===== src/rtl/sgf_pkg.sv =====
// Shared types for the linked-descriptor fetch sequencer.
// Assumes a 64-bit descriptor bus and a fixed 48-byte descriptor.
package sgf_pkg;
    localparam int BEAT_W     = 64;
    localparam int FIELD_W    = 32;
    localparam int DESC_BEATS = 6;
    localparam int IDX_W      = $clog2(DESC_BEATS);

    typedef enum logic [2:0] {
        ST_IDLE,
        ST_ADDR,
        ST_BEATS,
        ST_ISSUE,
        ST_WAIT
    } sgf_state_e;

    typedef struct packed {
        logic [FIELD_W-1:0] flags;
        logic [FIELD_W-1:0] id;
        logic [BEAT_W-1:0]  dst;
        logic [BEAT_W-1:0]  src;
        logic [BEAT_W-1:0]  nxt;
        logic [FIELD_W-1:0] ylen;
        logic [FIELD_W-1:0] xlen;
        logic [FIELD_W-1:0] sstride;
        logic [FIELD_W-1:0] dstride;
    } sgf_desc_t;
endpackage


===== src/rtl/sgf_desc_store.sv =====
// Holds the beats of one descriptor and presents them as named fields.
// Assumes beats arrive with an index 0..DESC_BEATS-1 and that two 32-bit
// fields share a beat with the earlier field in the low half.
module sgf_desc_store
    import sgf_pkg::*;
(
    input  logic             clk,
    input  logic             rst_n,
    input  logic             beat_we,
    input  logic [IDX_W-1:0] beat_idx,
    input  logic [BEAT_W-1:0] beat_data,
    output sgf_desc_t        desc
);
    logic [BEAT_W-1:0] beat_q [DESC_BEATS];

    for (genvar g = 0; g < DESC_BEATS; g++) begin : g_beat
        // Capture beat g when it is the one arriving.
        always_ff @(posedge clk) begin
            if (!rst_n)
                beat_q[g] <= '0;
            else if (beat_we && (beat_idx == IDX_W'(g)))
                beat_q[g] <= beat_data;
        end
    end

    // Map the stored beats onto descriptor fields.
    always_comb begin
        desc.flags   = beat_q[0][FIELD_W-1:0];
        desc.id      = beat_q[0][BEAT_W-1:FIELD_W];
        desc.dst     = beat_q[1];
        desc.src     = beat_q[2];
        desc.nxt     = beat_q[3];
        desc.ylen    = beat_q[4][FIELD_W-1:0];
        desc.xlen    = beat_q[4][BEAT_W-1:FIELD_W];
        desc.sstride = beat_q[5][FIELD_W-1:0];
        desc.dstride = beat_q[5][BEAT_W-1:FIELD_W];
    end
endmodule


===== src/rtl/sgf_seq.sv =====
// Chain sequencer: address phase, beat collection, command issue, and
// the wait for the copy engine. Assumes the memory always returns exactly
// DESC_BEATS beats per accepted address.
module sgf_seq
    import sgf_pkg::*;
#(
    parameter int ADDR_W = 64
) (
    input  logic              clk,
    input  logic              rst_n,
    input  logic              submit_ok,
    input  logic [ADDR_W-1:0] start_addr,
    input  logic [ADDR_W-1:0] next_addr,
    input  logic              chain_end,
    input  logic              ar_ready,
    input  logic              r_valid,
    input  logic [1:0]        r_resp,
    input  logic              cmd_ready,
    input  logic              xfer_done,
    output sgf_state_e        state,
    output logic [ADDR_W-1:0] cur_addr,
    output logic              beat_we,
    output logic [IDX_W-1:0]  beat_idx,
    output logic              complete,
    output logic              err_flag
);
    sgf_state_e       state_nx;
    logic [IDX_W-1:0] beat_cnt;
    logic             bad_seen;
    logic             last_beat;
    logic             resp_bad;

    assign beat_we   = (state == ST_BEATS) && r_valid;
    assign beat_idx  = beat_cnt;
    assign last_beat = beat_we && (beat_cnt == IDX_W'(DESC_BEATS - 1));
    assign resp_bad  = (r_resp != 2'b00);
    assign complete  = (state == ST_WAIT) && xfer_done;

    // Next-state selection for the chain walk.
    always_comb begin
        state_nx = state;
        unique case (state)
            ST_IDLE:  if (submit_ok) state_nx = ST_ADDR;
            ST_ADDR:  if (ar_ready) state_nx = ST_BEATS;
            ST_BEATS: if (last_beat) state_nx = (bad_seen || resp_bad) ? ST_IDLE : ST_ISSUE;
            ST_ISSUE: if (cmd_ready) state_nx = ST_WAIT;
            ST_WAIT:  if (xfer_done) state_nx = chain_end ? ST_IDLE : ST_ADDR;
            default:  state_nx = ST_IDLE;
        endcase
    end

    // State register.
    always_ff @(posedge clk) begin
        if (!rst_n) state <= ST_IDLE;
        else        state <= state_nx;
    end

    // Descriptor address: start address on submit, chained pointer on completion.
    always_ff @(posedge clk) begin
        if (!rst_n)
            cur_addr <= '0;
        else if (state == ST_IDLE && submit_ok)
            cur_addr <= start_addr;
        else if (complete && !chain_end)
            cur_addr <= next_addr;
    end

    // Beat index within the burst.
    always_ff @(posedge clk) begin
        if (!rst_n || state == ST_ADDR) beat_cnt <= '0;
        else if (beat_we)               beat_cnt <= beat_cnt + 1'b1;
    end

    // Remembers a bad response seen earlier in the current burst.
    always_ff @(posedge clk) begin
        if (!rst_n || state == ST_ADDR) bad_seen <= 1'b0;
        else if (beat_we && resp_bad)   bad_seen <= 1'b1;
    end

    // Sticky error: set by a failed burst, cleared by an accepted submit.
    always_ff @(posedge clk) begin
        if (!rst_n)
            err_flag <= 1'b0;
        else if (state == ST_IDLE && submit_ok)
            err_flag <= 1'b0;
        else if (last_beat && (bad_seen || resp_bad))
            err_flag <= 1'b1;
    end
endmodule


===== src/rtl/sgf_irq_status.sv =====
// Turns a segment completion into a one-cycle interrupt and latches the
// completed descriptor id. Assumes completion pulses are one cycle long.
module sgf_irq_status
    import sgf_pkg::*;
(
    input  logic               clk,
    input  logic               rst_n,
    input  logic               done_pulse,
    input  logic               want_irq,
    input  logic [FIELD_W-1:0] id_in,
    output logic               irq,
    output logic [FIELD_W-1:0] done_id
);
    // Interrupt pulse for segments that requested one.
    always_ff @(posedge clk) begin
        if (!rst_n) irq <= 1'b0;
        else        irq <= done_pulse && want_irq;
    end

    // Last completed id, held until the next completion.
    always_ff @(posedge clk) begin
        if (!rst_n)          done_id <= '0;
        else if (done_pulse) done_id <= id_in;
    end
endmodule


===== src/rtl/sgf_fetch_engine.sv =====
// Linked-descriptor fetch sequencer top. Reads six-beat descriptors over a
// dedicated read port, issues one copy command each, and follows the chain.
// Assumes ADDR_W <= 64 and a downstream engine that pulses xfer_done once
// per accepted command.
module sgf_fetch_engine
    import sgf_pkg::*;
#(
    parameter int ADDR_W = 64
) (
    input  logic                clk,
    input  logic                rst_n,
    input  logic [ADDR_W-1:0]   cfg_desc_addr,
    input  logic                cfg_desc_mode,
    input  logic                cfg_submit,
    input  logic                cfg_cyclic,
    output logic                cyclic_en,
    output logic                ar_valid,
    input  logic                ar_ready,
    output logic [ADDR_W-1:0]   ar_addr,
    output logic [7:0]          ar_len,
    input  logic                r_valid,
    output logic                r_ready,
    input  logic [63:0]         r_data,
    input  logic [1:0]          r_resp,
    output logic                cmd_valid,
    input  logic                cmd_ready,
    output logic [ADDR_W-1:0]   cmd_dst_addr,
    output logic [ADDR_W-1:0]   cmd_src_addr,
    output logic [31:0]         cmd_x_len,
    output logic [31:0]         cmd_y_len,
    output logic [31:0]         cmd_src_stride,
    output logic [31:0]         cmd_dst_stride,
    output logic [31:0]         cmd_id,
    input  logic                xfer_done,
    output logic                irq,
    output logic [31:0]         done_id,
    output logic                busy,
    output logic                desc_err
);
    sgf_state_e       state;
    sgf_desc_t        desc;
    logic             beat_we;
    logic [IDX_W-1:0] beat_idx;
    logic             complete;
    logic [ADDR_W-1:0] cur_addr;
    logic             unused_desc_bits;

    assign unused_desc_bits = ^{desc.flags[FIELD_W-1:2], desc.nxt, desc.dst, desc.src};

    sgf_seq #(.ADDR_W(ADDR_W)) u_seq (
        .clk        (clk),
        .rst_n      (rst_n),
        .submit_ok  (cfg_submit && cfg_desc_mode),
        .start_addr (cfg_desc_addr),
        .next_addr  (desc.nxt[ADDR_W-1:0]),
        .chain_end  (desc.flags[0]),
        .ar_ready   (ar_ready),
        .r_valid    (r_valid),
        .r_resp     (r_resp),
        .cmd_ready  (cmd_ready),
        .xfer_done  (xfer_done),
        .state      (state),
        .cur_addr   (cur_addr),
        .beat_we    (beat_we),
        .beat_idx   (beat_idx),
        .complete   (complete),
        .err_flag   (desc_err)
    );

    sgf_desc_store u_store (
        .clk       (clk),
        .rst_n     (rst_n),
        .beat_we   (beat_we),
        .beat_idx  (beat_idx),
        .beat_data (r_data),
        .desc      (desc)
    );

    sgf_irq_status u_irq (
        .clk        (clk),
        .rst_n      (rst_n),
        .done_pulse (complete),
        .want_irq   (desc.flags[1]),
        .id_in      (desc.id),
        .irq        (irq),
        .done_id    (done_id)
    );

    assign cyclic_en      = cfg_cyclic && !cfg_desc_mode;
    assign ar_valid       = (state == ST_ADDR);
    assign ar_addr        = cur_addr;
    assign ar_len         = 8'(DESC_BEATS - 1);
    assign r_ready        = (state == ST_BEATS);
    assign cmd_valid      = (state == ST_ISSUE);
    assign busy           = (state != ST_IDLE);
    assign cmd_dst_addr   = desc.dst[ADDR_W-1:0];
    assign cmd_src_addr   = desc.src[ADDR_W-1:0];
    assign cmd_x_len      = desc.xlen;
    assign cmd_y_len      = desc.ylen;
    assign cmd_src_stride = desc.sstride;
    assign cmd_dst_stride = desc.dstride;
    assign cmd_id         = desc.id;
endmodule


===== config.mk =====
export PLATFORM = sky130hd
export DESIGN_NAME = sgf_fetch_engine
export DESIGN_NICKNAME = d
export VERILOG_FILES = /design/src/rtl/sgf_pkg.sv /design/src/rtl/sgf_desc_store.sv /design/src/rtl/sgf_seq.sv /design/src/rtl/sgf_irq_status.sv /design/src/rtl/sgf_fetch_engine.sv
export SDC_FILE = /design/constraint.sdc
export NUM_CORES = 1
export LEC_CHECK = 0
export BUFFER_PORTS_ARGS = -buffer_cell sky130_fd_sc_hd__buf_2
export CAP_MARGIN = 20
export CORE_AREA = 5 5 206 208
export DETAILED_ROUTE_END_ITERATION = 6
export DIE_AREA = 0 0 211 213
export GPL_ROUTABILITY_DRIVEN = 0
export GPL_TIMING_DRIVEN = 0
export PLACE_DENSITY_LB_ADDON = 0.05
export SKIP_CTS_REPAIR_TIMING = 1
export SYNTH_ARGS = -nofsm -noshare
export SYNTH_HDL_FRONTEND = slang
export SYNTH_HIERARCHICAL = 1
export SYNTH_SLANG_ARGS = --single-unit

===== constraint.sdc =====
create_clock -name clk -period 7.76 [get_ports clk]
set_clock_uncertainty 0.05 [all_clocks]
set_input_delay 0.776 -clock clk [delete_from_list [all_inputs] [get_ports clk]]
set_output_delay 0.776 -clock clk [all_outputs]
set_load 0.02 [all_outputs]

After elaboration in Yosys (flattened, before gate mapping)
Memory sizes are Yosys's and may differ from the RTL's.
Index checks and enable logic that the tools add are counted.
{"block": "classes", "n_addsub": 1, "n_mul": 0, "div": 0, "magnitude_cmp": 0, "n_eq_ne": 14, "n_shift": 0, "mux": 35, "bitwise_logic": 7, "n_reduce_logical": 27}
{"cell": "2-to-1 mux 64 bit", "count": 8}
{"cell": "2-to-1 mux 1 bit", "count": 20}
{"cell": "logical AND 1 bit", "count": 15}
{"cell": "2-to-1 mux 3 bit", "count": 5}
{"cell": "case mux 3 bit (5 select lines)", "count": 1}
{"cell": "equality test 3 x 2 -> 1 bit, second input constant", "count": 4}
{"cell": "equality test 3 bit, second input constant", "count": 3}
{"cell": "!= test 2 x 1 -> 1 bit, second input constant", "count": 4}
{"cell": "equality test 3 x 1 -> 1 bit, second input constant", "count": 2}
{"cell": "logical NOT 3 bit", "count": 2}
{"cell": "OR 1 bit", "count": 6}
{"cell": "AND reduction 5 bit", "count": 1}
{"cell": "nonzero test 2 bit", "count": 2}
{"cell": "adder 3 x 1 -> 3 bit, second input constant", "count": 1}
{"cell": "logical NOT 1 bit", "count": 3}
{"cell": "nonzero test 3 bit", "count": 1}
{"cell": "logical OR 1 bit", "count": 2}
{"cell": "2-to-1 mux 2 bit", "count": 1}
{"cell": "!= test 2 bit, second input constant", "count": 1}
{"cell": "OR reduction 2 bit", "count": 1}
{"cell": "inverter 1 bit", "count": 1}
{"block": "totals", "ff_bits": 105, "latch_bits": 0, "ram_bits": 384, "romBits": 0, "in_bits": 139, "out_inout_bits": 399, "word_cells": 92, "mem_count": 1}
{"memory": "u_store.beat_q", "words": 6, "word_bits": 64, "rd": 6, "rd_clocked_by_memory_dff": 0, "write_ports": 6, "line_no": "sgf_desc_store.sv:14", "text": "logic [BEAT_W-1:0] beat_q [DESC_BEATS];"}

Longest topological paths before layout
{"block": "logic_depth", "ltp_word": 7, "ltp_mapped": 8, "mapped_depth_nobuf": 6}

By module
Netlist, hierarchy kept.
{"mod": "sgf_desc_store", "n_inst": 1, "cells_per_inst": 978, "area_each_um2": 14933.1, "seq_area_each_um2": 11531.1}
{"mod": "sgf_seq", "n_inst": 1, "cells_per_inst": 345, "area_each_um2": 3488.3, "seq_area_each_um2": 1441.4}
{"mod": "sgf_irq_status", "n_inst": 1, "cells_per_inst": 105, "area_each_um2": 1270.0, "seq_area_each_um2": 660.6}
{"mod": "sgf_fetch_engine", "n_inst": 1, "cells_per_inst": 16, "area_each_um2": 111.4, "seq_area_each_um2": 0.0}

Worst setup path after synthesis
No wires, ideal clock.
{"block": "synth_path", "kind": "input to register", "from": "input r_valid", "to": "memory u_store.beat_q[4][0] (netlist: u_store/beat_q[2][0]), enable pin", "setup_time_ns": 0.575, "arrival_ns": 6.069, "required_ns": 7.135, "path_slack_ns": 1.066, "path_stages": 5, "path_buffers": 2, "path_cell_list": "nor4bb_1 > buf_2 > nand3b_1 > clkbuf_1 > o21ai_0"}
{"item": "start: declaration", "line_no": "sgf_fetch_engine.sv:21", "text": "input logic r_valid,"}
{"item": "end: declaration", "line_no": "sgf_desc_store.sv:14"}

==> impl_metrics.csv <==
group,metric,value,unit
timing,tightest_slew,0.993,ns
hold_path,worstHoldPathType,"reg2reg",
logic_synthesis,synth.avg_cell_area,13.5,um^2
logic_synthesis,yosysWarnings,6,
final_layout,drive_gt1_share,37.8,%
placement,hpwl,45400,um
clock_tree,cts_root_buf,"clkbuf_16",
timing,final_hold_viol_count,0,
setup_path,crit-reg2reg-launch,"u_seq/state[2]",
grt,grt_usage,25.4,%
timing,slew_headroom,33.8,%
clock_tree,htree_levels,2,
final_layout,final_nets,2120,
setup_path,worstSetupEndpointType,"flop",
setup_path,cp.arrival,3.76,ns
setup_path,reg2reg_to,"u_store/beat_q[0][84]",
pwr,p_leak,0.00996,uW
routing,wirelength,59400,um
floorplan,dieHeight,213,um
clock_tree,clk_latency,0.57,ns
grt,grt_max_degree,28,
pwr,p_total,6120,uW
timing,whs,0.404,ns
routing,wl_per_cell,23.2,um
grt,grt_overflow,0,
logic_synthesis,synth_cells,1382,
setup_path,ff2ff_path_depth,8,
pwr,switching_power,1610,uW
grt,grt_pass1_wl,84700,um
clock_tree,cts.reportedPaths.clkPinSlew,0.06,ns
routing,via_per_inst,5.13,
pwr,powerDensity,256,nW/um^2
pwr,pwr-share-seq,46.7,%
floorplan,std_cell_rows,74,
routing,num_vias,13129,
floorplan,initial_utilization,46.1,%
floorplan,die_area,44900,um^2
timing,min_period,3.55,ns
pwr,internal_power,4510,uW
routing,postRouteAntennaNets,0,
logic_synthesis,syn_area,18600,um^2
setup_path,cp_data_required_time,7.97,ns
timing,rsz0062_at_grt,"false",
pwr,p_comb_share,14.9,%
timing,finalMaxSlewViolations,0,
floorplan,ios,538,
pwr,switching_share,26.3,%
job,cap_violations,0,
hold_path,hold_start,"u_seq/bad_seen",
floorplan,core_area,40400,um^2
routing,drt_pass1_iterations,5,
timing,setup-tns-final,0,ns
clock_tree,cts_sinks,459,
final_layout,syn_to_final_growth,28.4,%
setup_path,rrSetupSlack,4.21,ns
clock_tree,numCtsBuffers,49,
setup_path,worstSetupStartpoint,"u_seq/state[2]",
clock_tree,clockBufferDepth,3,
setup_path,start_kind,"flop",
timing,timing.fmax,281,MHz
timing,setup_viol,0,
timing,fin_crit_sh,45.8,%
pwr,pwr-share-clk,38.4,%
routing,drtIter0Drc,957,
grt,grt_pass1_vias,13169,
setup_path,cp-endpoint,"u_store/beat_q[0][84]",
routing,drc,0,
placement,numPortBuffers,529,
clock_tree,cts_tree,"built",
run_status,outcome,"complete, no violations",
setup_path,cp_max_fo,27,
pwr,ir_drop,0.183,mV
final_layout,nFillCells,3481,
floorplan,die_w,211,um
setup_path,worstSetupPathType,"reg2reg",
grt,antenna_found_initial,17,
[critical path, cell delays in order, from the launching register on]
cell and delay (ns):
dfxtp_1 0.40, buf_2 0.22, nor4bb_1 0.26, buf_2 0.23, or3b_1 0.35, buf_2 0.17
clkbuf_1 0.41, o21ai_4 0.81, buf_12 0.28
[cell type report]
| type | instances | area [um^2] | area share, % |
|---|---|---|---|
| multi-input combinational | 807 | 5190 | 21.7 |
| tap | 532 | 666 | 2.78 |
| clock buffer | 72 | 1440 | 6.04 |
| buffer | 118 | 769 | 3.22 |
| timing repair buffer | 540 | 2880 | 12.1 |
| sequential | 459 | 12700 | 53.3 |
| clock inverter | 17 | 186 | 0.780 |
| inverter | 4 | 15.0 | 0.0628 |
| antenna | 9 | 22.5 | 0.0942 |
[registers in the layout, indices dropped and copies added, names as in the netlist]
| name | count |
|---|---|
| u_seq/state | 3 |
| u_seq/err_flag | 1 |
| u_seq/beat_idx | 3 |
| u_seq/cur_addr | 64 |
| u_irq/done_id | 32 |
| u_seq/bad_seen | 1 |
| u_irq/irq | 1 |
| u_store/beat_q | 354 |
[stage by stage]
stage	std cells	util, %	worst slack, ns	area [um^2]
global placement	2449	54.4	-3.19	21900
global route	2557	59.2	4.05	23900
finish	2558	59.2	4.21	23900
CTS	2549	59.2	4.22	23900
floorplan	1388	-	1.07	18600
detailed placement	2460	55.1	4.00	22300
[placed cells by master (no fill, tap or decap), types with 4 or more instances in the layout]
cell type,count
buf_12,19
buf_2,561
buf_4,17
buf_6,8
bufinv_16,4
clkbuf_1,58
clkbuf_16,49
clkbuf_8,13
clkinv_2,10
conb_1,8
dfxtp_1,105
diode_2,9
edfxtp_1,354
inv_1,4
mux2i_1,98
nand2_1,69
nand3_1,66
nand3b_1,69
nor2_1,288
nor2_2,4
nor2_4,66
nor2b_1,35
o211a_1,64
o21ai_0,5
o21ai_4,6
[routing by layer]
metal / GRT usage [%] / routed length, um
met5: 0 / 80
met4: 8.94 / 1770
met3: 7.67 / 5260
met2: 41.6 / 28800
met1: 32.4 / 23400
[power by group through the flow]
| stage | logic, uW | registers, uW | clock network, uW |
|---|---|---|---|
| after floorplan | 406 | 3060 | 0 |
| after global placement | 893 | 2930 | 0 |
| after detailed placement | 920 | 2910 | 0 |
| after CTS | 923 | 2860 | 2400 |
| after global routing | 971 | 2870 | 2510 |
| final | 913 | 2860 | 2350 |
[worst min-delay path by stage]
stage | end | slack [ns] | cells past startpoint
floorplan | u_seq/bad_seen | 0.37 | 2
global placement | u_seq/bad_seen | 0.39 | 2
detailed placement | u_seq/bad_seen | 0.39 | 2
CTS | u_seq/bad_seen | 0.40 | 2
global route | u_seq/bad_seen | 0.42 | 2
finish | u_seq/bad_seen | 0.40 | 2
Power figures use the tool's default switching activity.
